==> config.mk <==
export PLATFORM = sky130hd
export DESIGN_NAME = getwork_timeout
export DESIGN_NICKNAME = d
export VERILOG_FILES = /design/src/rtl/nwt_pkg.sv /design/src/rtl/nwt_slot.sv /design/src/rtl/nwt_control.sv /design/src/rtl/nwt_datapath.sv /design/src/rtl/getwork_timeout.sv
export SDC_FILE = /design/constraint.sdc
export NUM_CORES = 1
export LEC_CHECK = 0
export BUFFER_PORTS_ARGS = -buffer_cell sky130_fd_sc_hd__buf_2
export CAP_MARGIN = 20
export CORE_UTILIZATION = 30
export DETAILED_ROUTE_END_ITERATION = 8
export GPL_TIMING_DRIVEN = 0
export PLACE_DENSITY = 0.52
export SLEW_MARGIN = 5
export SYNTH_ARGS = -nofsm -noshare
export SYNTH_HDL_FRONTEND = slang
export SYNTH_SLANG_ARGS = --single-unit
==> constraint.sdc <==
create_clock -name clk -period 4.55 [get_ports clk]
set_input_delay 0.455 -clock clk [delete_from_list [all_inputs] [get_ports clk]]
set_output_delay 0.455 -clock clk [all_outputs]
set_load 0.01 [all_outputs]
==> src/rtl/nwt_pkg.sv <==
package nwt_pkg;

  // Life of one slot's request: idle, open with no tick seen, open with one tick seen
  typedef enum logic [1:0] {
    SLOT_IDLE   = 2'd0,
    SLOT_ARMED  = 2'd1,
    SLOT_PRIMED = 2'd2
  } slotState_e;

  // Per-slot strobe from control to the response registers
  typedef struct packed {
    logic fire;
    logic noWork;
  } slotStb_t;

  // Strobe from control to the prescaler
  typedef struct packed {
    logic loadPeriod;
  } prescStb_t;

endpackage

==> src/rtl/nwt_slot.sv <==
module nwt_slot
  import nwt_pkg::*;
(
  input  logic     clk,
  input  logic     rst_n,
  input  logic     tick,
  input  logic     start,
  input  logic     waitIn,
  input  logic     found,
  input  logic     exhausted,
  output slotStb_t strobe
);

  slotState_e st, stNext;
  logic       waitQ;

  always_comb begin
    stNext = st;
    strobe = '0;
    case (st)
      SLOT_IDLE: begin
        if (start) stNext = SLOT_ARMED;
      end
      default: begin
        if (found) begin
          strobe.fire = 1'b1;
          stNext      = SLOT_IDLE;
        end else if (exhausted && !waitQ) begin
          strobe.fire   = 1'b1;
          strobe.noWork = 1'b1;
          stNext        = SLOT_IDLE;
        end else if (tick) begin
          if (st == SLOT_PRIMED) begin
            strobe.fire   = 1'b1;
            strobe.noWork = 1'b1;
            stNext        = SLOT_IDLE;
          end else begin
            stNext = SLOT_PRIMED;
          end
        end
      end
    endcase
  end

  always_ff @(posedge clk or negedge rst_n) begin
    if (!rst_n) begin
      st    <= SLOT_IDLE;
      waitQ <= 1'b0;
    end else begin
      st <= stNext;
      if (st == SLOT_IDLE && start) waitQ <= waitIn;
    end
  end

  // found work always closes an open request
  a_r4_found_closes: assert property (@(posedge clk) disable iff (!rst_n)
    (st != SLOT_IDLE && found) |=> (st == SLOT_IDLE));

  // with the wait flag set, exhaustion alone keeps the request open
  a_r6_wait_ignores_done: assert property (@(posedge clk) disable iff (!rst_n)
    (st != SLOT_IDLE && waitQ && exhausted && !found && !tick) |=> (st != SLOT_IDLE));

  // an open request keeps its latched wait flag through extra starts
  a_r8_busy_keeps_wait: assert property (@(posedge clk) disable iff (!rst_n)
    (st != SLOT_IDLE && start) |=> $stable(waitQ));

  // a second tick with no found work ends the request
  a_r3_second_tick_expires: assert property (@(posedge clk) disable iff (!rst_n)
    (st == SLOT_PRIMED && tick && !found) |=> (st == SLOT_IDLE));

endmodule

==> src/rtl/nwt_control.sv <==
module nwt_control
  import nwt_pkg::*;
#(
  parameter int NUM_SLOTS = 16
) (
  input  logic                           clk,
  input  logic                           rst_n,
  input  logic                           periodWrEn,
  input  logic                           tick,
  input  logic [NUM_SLOTS-1:0]           reqStart,
  input  logic [NUM_SLOTS-1:0]           reqWait,
  input  logic [NUM_SLOTS-1:0]           foundWork,
  input  logic [NUM_SLOTS-1:0]           searchDone,
  output prescStb_t                      presc,
  output slotStb_t [NUM_SLOTS-1:0]       slotStb
);

  assign presc.loadPeriod = periodWrEn;

  for (genvar g = 0; g < NUM_SLOTS; g++) begin : g_slot
    nwt_slot u_slot (
      .clk       (clk),
      .rst_n     (rst_n),
      .tick      (tick),
      .start     (reqStart[g]),
      .waitIn    (reqWait[g]),
      .found     (foundWork[g]),
      .exhausted (searchDone[g]),
      .strobe    (slotStb[g])
    );
  end

endmodule

==> src/rtl/nwt_datapath.sv <==
module nwt_datapath
  import nwt_pkg::*;
#(
  parameter int NUM_SLOTS   = 16,
  parameter int PERIOD_W    = 10,
  parameter int UNIT_CYCLES = 1024
) (
  input  logic                     clk,
  input  logic                     rst_n,
  input  prescStb_t                presc,
  input  logic [PERIOD_W-1:0]      periodWrData,
  input  slotStb_t [NUM_SLOTS-1:0] slotStb,
  output logic                     tick,
  output logic [NUM_SLOTS-1:0]     rspValid,
  output logic [NUM_SLOTS-1:0]     rspNoWork
);

  localparam int UNIT_W = (UNIT_CYCLES > 1) ? $clog2(UNIT_CYCLES) : 1;
  localparam logic [UNIT_W-1:0] UNIT_LAST = UNIT_W'(UNIT_CYCLES - 1);

  logic [PERIOD_W-1:0] periodQ;
  logic [PERIOD_W-1:0] periodCnt;
  logic [UNIT_W-1:0]   unitCnt;
  logic                unitWrap;

  assign unitWrap = (unitCnt == UNIT_LAST);
  assign tick     = unitWrap && (periodCnt == periodQ);

  always_ff @(posedge clk or negedge rst_n) begin
    if (!rst_n) begin
      periodQ   <= '0;
      periodCnt <= '0;
      unitCnt   <= '0;
    end else if (presc.loadPeriod) begin
      periodQ   <= periodWrData;
      periodCnt <= '0;
      unitCnt   <= '0;
    end else if (unitWrap) begin
      unitCnt   <= '0;
      periodCnt <= (periodCnt == periodQ) ? '0 : periodCnt + 1'b1;
    end else begin
      unitCnt   <= unitCnt + 1'b1;
    end
  end

  always_ff @(posedge clk or negedge rst_n) begin
    if (!rst_n) begin
      rspValid  <= '0;
      rspNoWork <= '0;
    end else begin
      for (int i = 0; i < NUM_SLOTS; i++) begin
        rspValid[i]  <= slotStb[i].fire;
        rspNoWork[i] <= slotStb[i].fire & slotStb[i].noWork;
      end
    end
  end

  // ticks are never adjacent without a period write in between
  if (UNIT_CYCLES > 1) begin : g_tick_chk
    a_r1_tick_isolated: assert property (@(posedge clk) disable iff (!rst_n)
      (tick && !presc.loadPeriod) |=> !tick);
  end

  for (genvar g = 0; g < NUM_SLOTS; g++) begin : g_rsp_chk
    // a response lasts one cycle
    a_r10_resp_single: assert property (@(posedge clk) disable iff (!rst_n)
      rspValid[g] |=> !rspValid[g]);
    // the flag seen at the port follows the control decision
    a_r4_flag_follows: assert property (@(posedge clk) disable iff (!rst_n)
      slotStb[g].fire |=> (rspValid[g] && (rspNoWork[g] == $past(slotStb[g].noWork))));
  end

endmodule

==> src/rtl/getwork_timeout.sv <==
module getwork_timeout
  import nwt_pkg::*;
#(
  parameter int NUM_SLOTS   = 16,
  parameter int PERIOD_W    = 10,
  parameter int UNIT_CYCLES = 1024
) (
  input  logic                 clk,
  input  logic                 rst_n,
  input  logic                 periodWrEn,
  input  logic [PERIOD_W-1:0]  periodWrData,
  input  logic [NUM_SLOTS-1:0] reqStart,
  input  logic [NUM_SLOTS-1:0] reqWait,
  input  logic [NUM_SLOTS-1:0] foundWork,
  input  logic [NUM_SLOTS-1:0] searchDone,
  output logic [NUM_SLOTS-1:0] rspValid,
  output logic [NUM_SLOTS-1:0] rspNoWork
);

  prescStb_t                presc;
  slotStb_t [NUM_SLOTS-1:0] slotStb;
  logic                     tick;

  nwt_control #(
    .NUM_SLOTS (NUM_SLOTS)
  ) u_control (
    .clk        (clk),
    .rst_n      (rst_n),
    .periodWrEn (periodWrEn),
    .tick       (tick),
    .reqStart   (reqStart),
    .reqWait    (reqWait),
    .foundWork  (foundWork),
    .searchDone (searchDone),
    .presc      (presc),
    .slotStb    (slotStb)
  );

  nwt_datapath #(
    .NUM_SLOTS   (NUM_SLOTS),
    .PERIOD_W    (PERIOD_W),
    .UNIT_CYCLES (UNIT_CYCLES)
  ) u_datapath (
    .clk          (clk),
    .rst_n        (rst_n),
    .presc        (presc),
    .periodWrData (periodWrData),
    .slotStb      (slotStb),
    .tick         (tick),
    .rspValid     (rspValid),
    .rspNoWork    (rspNoWork)
  );

endmodule

-- After elaboration in Yosys (flattened, before gate mapping)
Cells that the tools add are included.
- register bits after elaboration: 110
- input bits: 77
- output and inout port bits: 32
- add/sub/neg operators: 2
- eq/ne operators: 34
- multiplexer cells: 197
- bitwise gates (word level): 16
- reduce and logical (&&, ||, !) cells: 98
- operator list (kind ; count):
    2-to-1 mux 2 bit ; 160
    nonzero test 4 bit ; 16
    2-to-1 mux 10 bit ; 5
    logical AND 1 bit ; 33
    equality test 2 bit, second input constant ; 16
    logical NOT 2 bit ; 16
    2-to-1 mux 1 bit ; 32
    != test 2 bit, second input constant ; 16
    AND reduction 2 bit ; 16
    adder 10 x 1 -> 10 bit, second input constant ; 2
    bitwise AND 1 bit ; 16
    logical NOT 1 bit ; 16
    equality test 10 bit ; 1
    equality test 10 bit, second input constant ; 1
    nonzero test 2 bit ; 1

-- Depth between registers and ports, before layout
Gate-level depths: netlist of run 1.
- depth after elaboration: 7
- depth in mapped cells: 9

-- Modules after synthesis
A second synthesis of run 1 with hierarchy kept.
- cell total of the unflattened synthesis: 429
- area total of the unflattened synthesis: 5053.6 µm²
- modules (own cells, without submodules) (module ; times used ; cells an instance ; area an instance (µm²) ; sequential area each (µm²)):
    nwt_slot ; 16 ; 15 ; 163.9 ; 75.1
    nwt_datapath ; 1 ; 188 ; 2423.6 ; 1551.5
    nwt_control ; 1 ; 1 ; 7.5 ; 0.0

-- Worst setup path before layout of run 1
Ideal clock, no wire load.
- path type: register to register
- start: register u_datapath.unitCnt[0]
- end: register u_control.g_slot[13].u_slot.st[0]
- library setup time: 127 ps
- data arrival time: 1926 ps
- data required time: 4423 ps
- setup slack: 2498 ps
- cell stages (with the launch flop): 9
- path through: dfrtp_1 > ha_1 > nand4_1 > or3_1 > buf_6 > nor4_4 > buf_6 > buf_4 > o21ai_0
- longest elaborated chain between the ends: 4
- ends and longest elaborated chain (element ; RTL line ; source):
    from (decl) ; nwt_datapath.sv:23 ; logic [UNIT_W-1:0] unitCnt;
    from (signal assigned) ; nwt_datapath.sv:42 ; unitCnt <= unitCnt + 1'b1;
    equality test 10 bit ; nwt_datapath.sv:26 ; assign unitWrap = (unitCnt == UNIT_LAST);
    logical AND 1 bit ; nwt_datapath.sv:27 ; assign tick = unitWrap && (periodCnt == periodQ);
    nonzero test 4 bit (no source line) ; - ;
    AND reduction 2 bit (no source line) ; - ;
    to (signal assigned) ; nwt_slot.sv:50 ; st <= stNext;
    to (decl) ; nwt_slot.sv:14 ; slotState_e st, stNext;
Every way passes these cells.
A chain may end at the register's enable or synchronous reset.

-- Worst setup path after layout of run 1
- start: register u_datapath.unitCnt[0]
- end: register u_control.g_slot[6].u_slot.st[0]
- longest elaborated chain between the ends: 4
- ends and longest elaborated chain (element ; RTL line):
    equality test 10 bit ; nwt_datapath.sv:26
    logical AND 1 bit ; nwt_datapath.sv:27
    nonzero test 4 bit (no source line) ; -
    AND reduction 2 bit (no source line) ; -
    to (signal assigned) ; nwt_slot.sv:50
    to (decl) ; nwt_slot.sv:14
Every way passes these cells.

==> results, run 1 <==
- The flow ran to the end, and the final reports show no timing, DRC or antenna violations.
- In this run the static leakage power is 2.683 nW.
- The worst register-to-register path ends at u_control.g_slot[6].u_slot.st[0]$_DFFE_PN0P_.
- The synthesis warning total is 0.
- The number of iterations in the first detailed-routing pass is 4.
- Internal power comes to 1.805 mW.
- The arrival time at the worst endpoint is 2.77 ns.
- When the netlist entered floorplanning its net count stood at around 520.
- The core outline area is around 16000 µm².
- The via total after detailed routing is 3661.
- Port buffering added 107 buffers.
- The clock latency of the later-clocked register in the worst-skew pair is approximately 0.34 ns.
- The number of DRC markers after the initial detailed-route iteration is 129.
- The number of hold violations in the final report is 0.
- By count the netlist is led by sky130_fd_sc_hd__dfrtp_1 (110), sky130_fd_sc_hd__nand2_1 (58), sky130_fd_sc_hd__o21ai_0 (39).
- The height of the die is 129.1 µm.
- The clock sink count is 110.
- Gates resized during post-CTS repair numbered 0.
- The total overflow reported by the global router is 0.
- VDD sags by at most 0.1666 mV.
- The share of power burned in the clock network is 0.385.
- The initial core utilization is 0.3060.
- The total power per unit cell area is 391.9 nW/µm².
- The final standard cell area without fillers is approximately 6000 µm².
- Max-cap violations in this run came to 0.
- The synthesized netlist cell count is 444.
- At the pin with the least slew margin, the transition time is 0.8516 ns.
- The via density per instance is 4.664.
- The number of nets at the end of the flow is 643.
- In this run the remaining antenna-violating nets after routing total 0.
- The sequential cell area fraction in the yosys report is 0.5683.
- At the worst endpoint, the required time is 4.75 ns.
- The share of total power consumed by net switching is 0.2377.
- The dominant cell by count in the synthesized netlist is sky130_fd_sc_hd__dfrtp_1.
- The wire length per cell is 14.11 µm.
- Measured along the x axis, the die boundary spans approximately 130 µm.
- The number of placed instances with taps included is 768.
- The instance area after placement is between 5000 and 6000 µm².
- The count of pins on the block boundary is about 110.
- The setup check on the worst reg-to-reg path leaves a slack of 1.97 ns.
- The simple-gate share of the synthesized area is 0.1997.
- The combinational family with the most area after synthesis is simple AND/OR/NAND/NOR gates.
- The accumulated negative setup slack is 0 ns.
- From synthesis to final layout, the design area changed by 24.77%.
- For this run, the top clock speed supported by timing is approximately 390 MHz.
- The repair_antennas step left the layout with diodes totalling 0.
- At the placement stage, the worst setup path has a slack of roughly 1.9 ns.
- The largest buffer count on any clock path is 2.
- The first global-routing pass estimated about 18 mm of wire.
- The synthesized netlist contains 37 unique library cells.
- The cell count of the worst reg-to-reg path is 7.
- The least setup slack across all paths after layout is 1.973 ns.
- The largest net degree at the start of global routing is 95.
- The fraction of the mapped netlist area in compound gates is 0.1093.
- The shortest clock period the worst path allows after layout is 2.577 ns.
- The worst setup path is launched from a flip-flop.
- The path type of the worst setup path is reg2reg.
- The initial antenna violation count is 0.
- The worst register-to-register path begins at u_datapath.unitCnt[0]$_DFF_PN0_.
- The floorplan step defined a die boundary enclosing 16660 µm².
- After clock tree synthesis, the flow added hold-fix buffers numbering 1.
- The congestion estimate from routability-driven global placement came to 0.8504.
- Synthesis inferred 110 register bits.
- The most critical setup path has its startpoint at u_datapath.unitCnt[0]$_DFF_PN0_.
- Excluding fillers, the count of instances in the completed layout stands at about 790.
- Setup violations remaining at the end of the flow were counted as 0.
- The reported net switching power is 0.5631 mW.
- The endpoint of the most critical setup path is u_control.g_slot[6].u_slot.st[0]$_DFFE_PN0P_.
- Setup repair after global routing left no endpoint under its margin.
- Dividing the final minimum period by the clock period gives 0.5664.
- The filler cells instantiated in the layout total 1596.
- The total global-route track usage is 0.1400.
- The number of global-route vias before repair is 3575.
- The number of setup buffers added after CTS is 0.
- The design draws 2.369 mW.
- The cell type with the highest aggregate area in the netlist is sky130_fd_sc_hd__dfrtp_1.
- Measured against the total synthesized area, the mux share comes to 0.06045.
- A synthesized cell averages 10.91 µm².
- The CTS buffer count is 9.
- The number of design rule violations left after detail routing is 0.
- The share of total power dissipated in sequential elements is 0.478.
- The path class of the tightest hold or removal check is in2reg.
- Of the total power, combinational logic draws 0.137.
- The cell row count is between 40 and 50.
- Measured against its own limit, the worst slew margin works out to 0.4274.
- Of the total synthesized cell area, the portion taken by XOR and XNOR cells is 0.03617.
- After detailed routing, the total wire length is 11.08 mm.
- The most used flip-flop cell after synthesis is sky130_fd_sc_hd__dfrtp_1.
- Once layout is complete, the utilization of the core stands at 0.3818.
- The number of synthesized flops with an enable pin is 0.
- Hold timing on the final database bottoms out at a slack of about 0.28 ns.
- The netlist area before placement is 4843 µm².
- The clock transition at the register clock pins on the worst setup and hold paths after CTS is 0.07 ns.
- In this run the worst path has a maximum fanout of 10.
- In this run the clock root is driven by a sky130_fd_sc_hd__clkbuf_16.
- The worst setup skew after layout is 0.006217 ns.
- The deepest level of the CTS H-tree is 3.
- After synthesis, the cell types taking the most area are sky130_fd_sc_hd__dfrtp_1 (57%), sky130_fd_sc_hd__mux2_2 (6.0%), sky130_fd_sc_hd__nand2_1 (4.5%).
- TritonCTS built the clock tree.
- The half-perimeter wire length after detailed placement is 7.993 mm.
- In the final layout, the share of cells above drive strength 1 is 0.3128.
- The area share of the largest cell type after synthesis is 0.5683.
- Of the total synthesized cell area, the portion taken by full adders, half adders and majority gates is 0.005167.
- The share of flip-flops with an asynchronous set or reset is 1.000.
- The final number of max-transition violations was 0.
- The kind of end point of the critical path is a flip-flop.
-- cells by family after synthesis --
group	Yosys count
mux	26
flops	110
fa+ha+maj	2
xor+xnor	20
compound gates	80
simple gates	190
buf+inv	16
-- layout make-up --
type	count	area (µm²)	share of cell area
plain buffers	13	90.09	0.01491
multi-input cells	318	1989	0.3292
well taps	216	270.3	0.04472
clock buffers	13	260.3	0.04306
repair buffers	109	579.3	0.09586
inverters	3	11.26	0.001863
clock inverters	3	90.09	0.01491
flip-flops and latches	110	2753	0.4555
-- worst max-delay path, cell delays in order (launching register included) --
cell and delay (ns):
sky130_fd_sc_hd__dfrtp_1 0.38, sky130_fd_sc_hd__ha_1 0.22, sky130_fd_sc_hd__nand4_1 0.18, sky130_fd_sc_hd__or3_1 0.36, sky130_fd_sc_hd__buf_6 0.15, sky130_fd_sc_hd__nor4_4 0.40
sky130_fd_sc_hd__clkbuf_1 0.52, sky130_fd_sc_hd__o21ai_0 0.20
-- metal layers --
layer	global-route usage	routed length, µm	up-vias
li1	-	-	1771
met3	0.03633	587	8
met2	0.2293	5225	96
met5	0	0	-
met4	0.04360	103	0
met1	0.1815	5163	1786
-- worst min path at each step --
stage	startpoint	endpoint	slack, ns	cells past startpoint
after floorplan	rst_n	u_control.g_slot[0].u_slot.st[0]$_DFFE_PN0P_	0.16	0
after global placement	u_datapath.unitCnt[0]$_DFF_PN0_	u_datapath.unitCnt[0]$_DFF_PN0_	0.45	1
after detailed placement	rst_n	u_datapath.rspValid[8]$_DFF_PN0_	0.31	1
after CTS	foundWork[12]	u_datapath.rspNoWork[12]$_DFF_PN0_	0.26	2
after global routing	foundWork[4]	u_datapath.rspNoWork[4]$_DFF_PN0_	0.26	2
final	foundWork[12]	u_datapath.rspNoWork[12]$_DFF_PN0_	0.28	2
-- state kept, by name, summed over array words and instances (netlist names) --
register                       cells
u_control.g_slot.u_slot.st        32
u_control.g_slot.u_slot.waitQ     16
u_datapath.rspNoWork              16
u_datapath.rspValid               16
u_datapath.periodCnt              10
u_datapath.periodQ                10
u_datapath.unitCnt                10
-- placed cells by master (no fill, tap or decap), types with 2 or more instances in the layout --
master	n
sky130_fd_sc_hd__buf_6	6
sky130_fd_sc_hd__dfrtp_1	110
sky130_fd_sc_hd__a21oi_1	19
sky130_fd_sc_hd__nand2b_1	26
sky130_fd_sc_hd__and3_1	3
sky130_fd_sc_hd__inv_1	3
sky130_fd_sc_hd__ha_1	2
sky130_fd_sc_hd__bufinv_16	3
sky130_fd_sc_hd__o21ai_0	39
sky130_fd_sc_hd__buf_2	106
sky130_fd_sc_hd__clkbuf_1	9
sky130_fd_sc_hd__nor2b_1	17
sky130_fd_sc_hd__a31oi_1	2
sky130_fd_sc_hd__mux2_2	26
sky130_fd_sc_hd__nor3_1	6
sky130_fd_sc_hd__nand2b_2	6
sky130_fd_sc_hd__clkbuf_8	2
sky130_fd_sc_hd__or2_2	2
sky130_fd_sc_hd__nor4_1	2
sky130_fd_sc_hd__a211oi_2	15
sky130_fd_sc_hd__xnor2_1	16
sky130_fd_sc_hd__clkbuf_16	9
sky130_fd_sc_hd__nand2_1	58
sky130_fd_sc_hd__nor2_1	31
sky130_fd_sc_hd__nand4_1	7
sky130_fd_sc_hd__nand3_1	23
sky130_fd_sc_hd__xor2_1	4
sky130_fd_sc_hd__or3_1	2
-- power by group through the flow --
stage                     logic [mW]  registers [mW]  clock network (mW)
after floorplan                0.187            1.16                   0
after global placement         0.316            1.15                   0
after detailed placement       0.329            1.15                   0
after CTS                      0.331            1.13               0.947
after global routing           0.366            1.14               0.989
final                          0.326            1.13               0.911
Power figures use the tool's default switching activity.
==> inputs of run 2 (changes only) <==
PLACE_DENSITY = 0.54   (was 0.52)
clock period = 2.1 ns   (was 4.55 ns; I/O delays follow)
==> run 2 against run 1 <==
Compared with the run above:
- the run now ends with negative setup slack left
- fmax rose by 20%
- utilization is 2.2 points higher
- worst setup slack lost 2.0 ns
- flip-flop and latch count unchanged
- combinational power up 140%
- global-route usage is 0.40 points lower
- clock power increased by 100%
- critical endpoint is now u_datapath.rspNoWork[9]$_DFF_PN0_
- largest cell class unchanged
==> results, run 2 (same netlist as run 1, synthesis figures left out) <==
- The minimum hold slack is 0.02977 ns (was 0.2773 ns).
- The number of DRC markers after the initial detailed-route iteration is 137 (was 129).
- The largest net degree at the start of global routing is 87 (was 95).
- The post-detailed-route count of antenna-violating nets came to 0 (unchanged).
- The initial antenna violation count is 0 (unchanged).
- The accumulated negative setup slack is -0.5863 ns (was 0 ns).
- The first-pass GRT wire length is 17.20 mm (was 17.78 mm).
- The deepest level of the CTS H-tree was 3 (unchanged).
- The total power per unit cell area is 795.6 nW/µm² (was 391.9 nW/µm²).
- The final reports fail on negative setup slack.
- The total global-route track usage is 0.1359 (was 0.1400).
- The number of nets at the end of the flow was 652 (was 643).
- The path type of the worst setup path is reg2reg (unchanged).
- The instance area after placement is 5683 µm² (unchanged).
- The most frequent standard cell in the layout excluding fill and tap cells was sky130_fd_sc_hd__dfrtp_1 (unchanged).
- The number of setup violations in the final report is 25 (was 0).
- The proportion of layout cells with a drive suffix above 1 was 0.3875 (was 0.3128).
- The arrival time at the worst endpoint is 2.42 ns (was 2.77 ns).
- The CTS tree was yes (unchanged).
- The achievable clock frequency is 464.8 MHz (was 388.1 MHz).
- Setup repair after global routing missed its margin: yes (was no).
- The number of global-route vias before repair came to 3537 (was 3575).
- The share of the core filled with cells in the final layout is 0.4037 (was 0.3818).
- The count of inserted antenna diode cells is 0 (unchanged).
- The number of placed instances with taps included came to 768 (unchanged).
- The total overflow reported by the global router is 0 (unchanged).
- The CTS buffer count is 9 (unchanged).
- The highest fanout seen on the critical path is 6 (was 10).
- The combinational share of power is 0.151 (was 0.137).
- The count of fill cells added during filler insertion is 1553 (was 1596).
- The final number of max-transition violations is 0 (unchanged).
- The largest buffer count on any clock path is 2 (unchanged).
- The transition time at the pin with the least slew margin is 0.5748 ns (was 0.8516 ns).
- The least setup slack across all paths after layout came to -0.05147 ns (was 1.973 ns).
- The max-capacitance violation count was 0 (unchanged).
- Ordered cell list for the critical path: ha_4 -> nand4_1 -> or3_1 -> buf_6 -> nor4_4 -> buf_6 -> clkbuf_16 -> nand2b_4 -> a211oi_2 (was ha_1 -> nand4_1 -> or3_1 -> buf_6 -> nor4_4 -> clkbuf_1 -> o21ai_0).
- The shortest clock period the worst path allows after layout was 2.151 ns (was 2.577 ns).
- The share of total power consumed by net switching is 0.2536 (was 0.2377).
- The clock root buffer master is sky130_fd_sc_hd__clkbuf_16 (unchanged).
- The core outline area was 15830 µm² (unchanged).
- The worst min-delay path class was in2reg (unchanged).
- The number of iterations in the first detailed-routing pass is 4 (unchanged).
- The kind of end point of the critical path is a flip-flop (unchanged).
- The clock transition at the register clock pins on the worst setup and hold paths after CTS is 0.07 ns (about the same).
- The final clock period utilization by the worst path is 1.025 (was 0.5664).
- The wire length per cell is 14.22 µm (was 14.11 µm).
- The relative area change from synthesis to final layout is 31.93% (was 24.77%).
- The final wirelength is 11.29 mm (was 11.08 mm).
- The x dimension of the die was 129.1 µm (unchanged).
- The worst max-slew margin expressed relative to the limit is 0.6168 (was 0.4274).
- The relative contribution of sequential cells to total power is 0.484 (was 0.478).
- The number of hold violations in the final report is 0 (unchanged).
- The sum of buffers and inverters on the critical path is 3 (was 2).
- The worst IR drop on VDD is 0.4205 mV (was 0.1666 mV).
- The via total after detailed routing was 3714 (was 3661).
- The most prevalent standard cell on the critical path is sky130_fd_sc_hd__buf_6.
- The overall power consumption is 5.084 mW (was 2.369 mW).
- The worst setup skew after layout is 0.008182 ns (was 0.006217 ns).
- The clock sink count is 110 (unchanged).
- The register containing the most flip-flops in the final layout was u_control.g_slot.u_slot.st (unchanged).
- The final RePlAce weighted congestion came to 0.7185 (was 0.8504).
- The stage delay of the slowest cell on the critical path is 0.41 ns (was 0.52 ns).
- The total die area is 16660 µm² (unchanged).
- The data required time at the worst endpoint is 2.37 ns (was 4.75 ns).
- The post-placement setup slack is -0.4848 ns (was 1.938 ns).
- The slowest library cell on the worst path was sky130_fd_sc_hd__or3_1 (was sky130_fd_sc_hd__clkbuf_1).
- The clock latency of the later-clocked register in the worst-skew pair was 0.35 ns (was 0.34 ns).
- The startpoint type of the worst setup path is a flip-flop (unchanged).
- The cell row count is 46 (unchanged).
- The number of flip-flops in the largest register is 32 (unchanged).
- The half-perimeter wire length after detailed placement came to 7.793 mm (was 7.993 mm).
- The setup slack of the most critical reg-to-reg path is -0.05 ns (was 1.97 ns).
- The leakage component of the power was 2.814 nW (was 2.683 nW).
- The number of input and output port buffers inserted is 107 (unchanged).
- The share of power burned in the clock network is 0.365 (was 0.385).
- Outcome: complete, but fails checks (was complete, no violations).
- The count of pins on the block boundary is 109 (unchanged).
- The number of design rule violations left after detail routing is 0 (unchanged).
- The kind of cell adding the most delay to the critical path is simple AND/OR/NAND/NOR gates (unchanged).
- The post-route non-filler standard cell count is 794 (was 785).
- The initial core utilization was 0.3060 (unchanged).
- Commonest cells after routing, fill and taps aside: sky130_fd_sc_hd__dfrtp_1 (110), sky130_fd_sc_hd__buf_2 (106), sky130_fd_sc_hd__nand2_1 (58) (unchanged).
- The height of the die was 129.1 µm (unchanged).
- The reported net switching power is 1.289 mW (was 0.5631 mW).
- The via density per instance is 4.678 (was 4.664).
- The cell internal power dissipation is 3.795 mW (was 1.805 mW).
- The final standard cell area without fillers is 6390 µm² (was 6043 µm²).
## run 2: cell count changes in the layout (fill, tap and decap cells not counted), moves of 5 or more
cell                       delta
sky130_fd_sc_hd__a21oi_1     -14
sky130_fd_sc_hd__a21oi_2     +14
sky130_fd_sc_hd__nand2b_4    +14
sky130_fd_sc_hd__o21ai_0     -19
sky130_fd_sc_hd__buf_12       +5
sky130_fd_sc_hd__o21ai_1     +17
sky130_fd_sc_hd__nand2b_1    -10
## run 2: routing by layer
layer  track usage  vias up  wire length, µm
li1              -     1805                -
met1        0.1732     1806             5134
met2        0.2267       90             5491
met3       0.03386       13              507
met4       0.04360        0              157
met5             0        -                0
## run 2: power groups by stage
stage | Combinational, mW | Clock, mW | Sequential (mW)
final | 0.769 | 1.85 | 2.46
after global routing | 0.858 | 2.01 | 2.49
after CTS | 0.722 | 1.91 | 2.45
after detailed placement | 0.713 | 0 | 2.50
after global placement | 0.681 | 0 | 2.48
after floorplan | 0.406 | 0 | 2.51
## run 2: area by class of cell
class                      count  area, µm²  area share
sequential                   110       2753      0.4308
multi-input combinational    318       2197      0.3438
timing repair buffer         118      689.4      0.1079
tap                          216      270.3     0.04229
clock buffer                  10      239.0     0.03740
buffer                        13      145.1     0.02271
clock inverter                 6      85.08     0.01332
inverter                       3      11.26    0.001762
## run 2: repair_timing
action | in CTS | in global routing
cloned | 0 | 2
hold buffers | 1 | 0
pin swaps | 2 | 24
setup endpoints to repair | 67 | 67
gates resized for setup | 20 | 55
hold endpoints to repair | 24 | 0
buffers inserted | 2 | 5
## run 2: worst paths after layout
path	startpoint	endpoint	cells after the start
max	u_datapath.unitCnt[1]$_DFF_PN0_	u_datapath.rspNoWork[9]$_DFF_PN0_	9
min	foundWork[12]	u_datapath.rspNoWork[12]$_DFF_PN0_	2
max reg2reg	u_datapath.unitCnt[1]$_DFF_PN0_	u_datapath.rspNoWork[9]$_DFF_PN0_	9
min reg2reg	u_control.g_slot[6].u_slot.waitQ$_DFFE_PN0P_	u_control.g_slot[6].u_slot.waitQ$_DFFE_PN0P_	1
max in group asynchronous	rst_n	u_control.g_slot[0].u_slot.st[0]$_DFFE_PN0P_	3
min in group asynchronous	rst_n	u_datapath.rspNoWork[8]$_DFF_PN0_	2
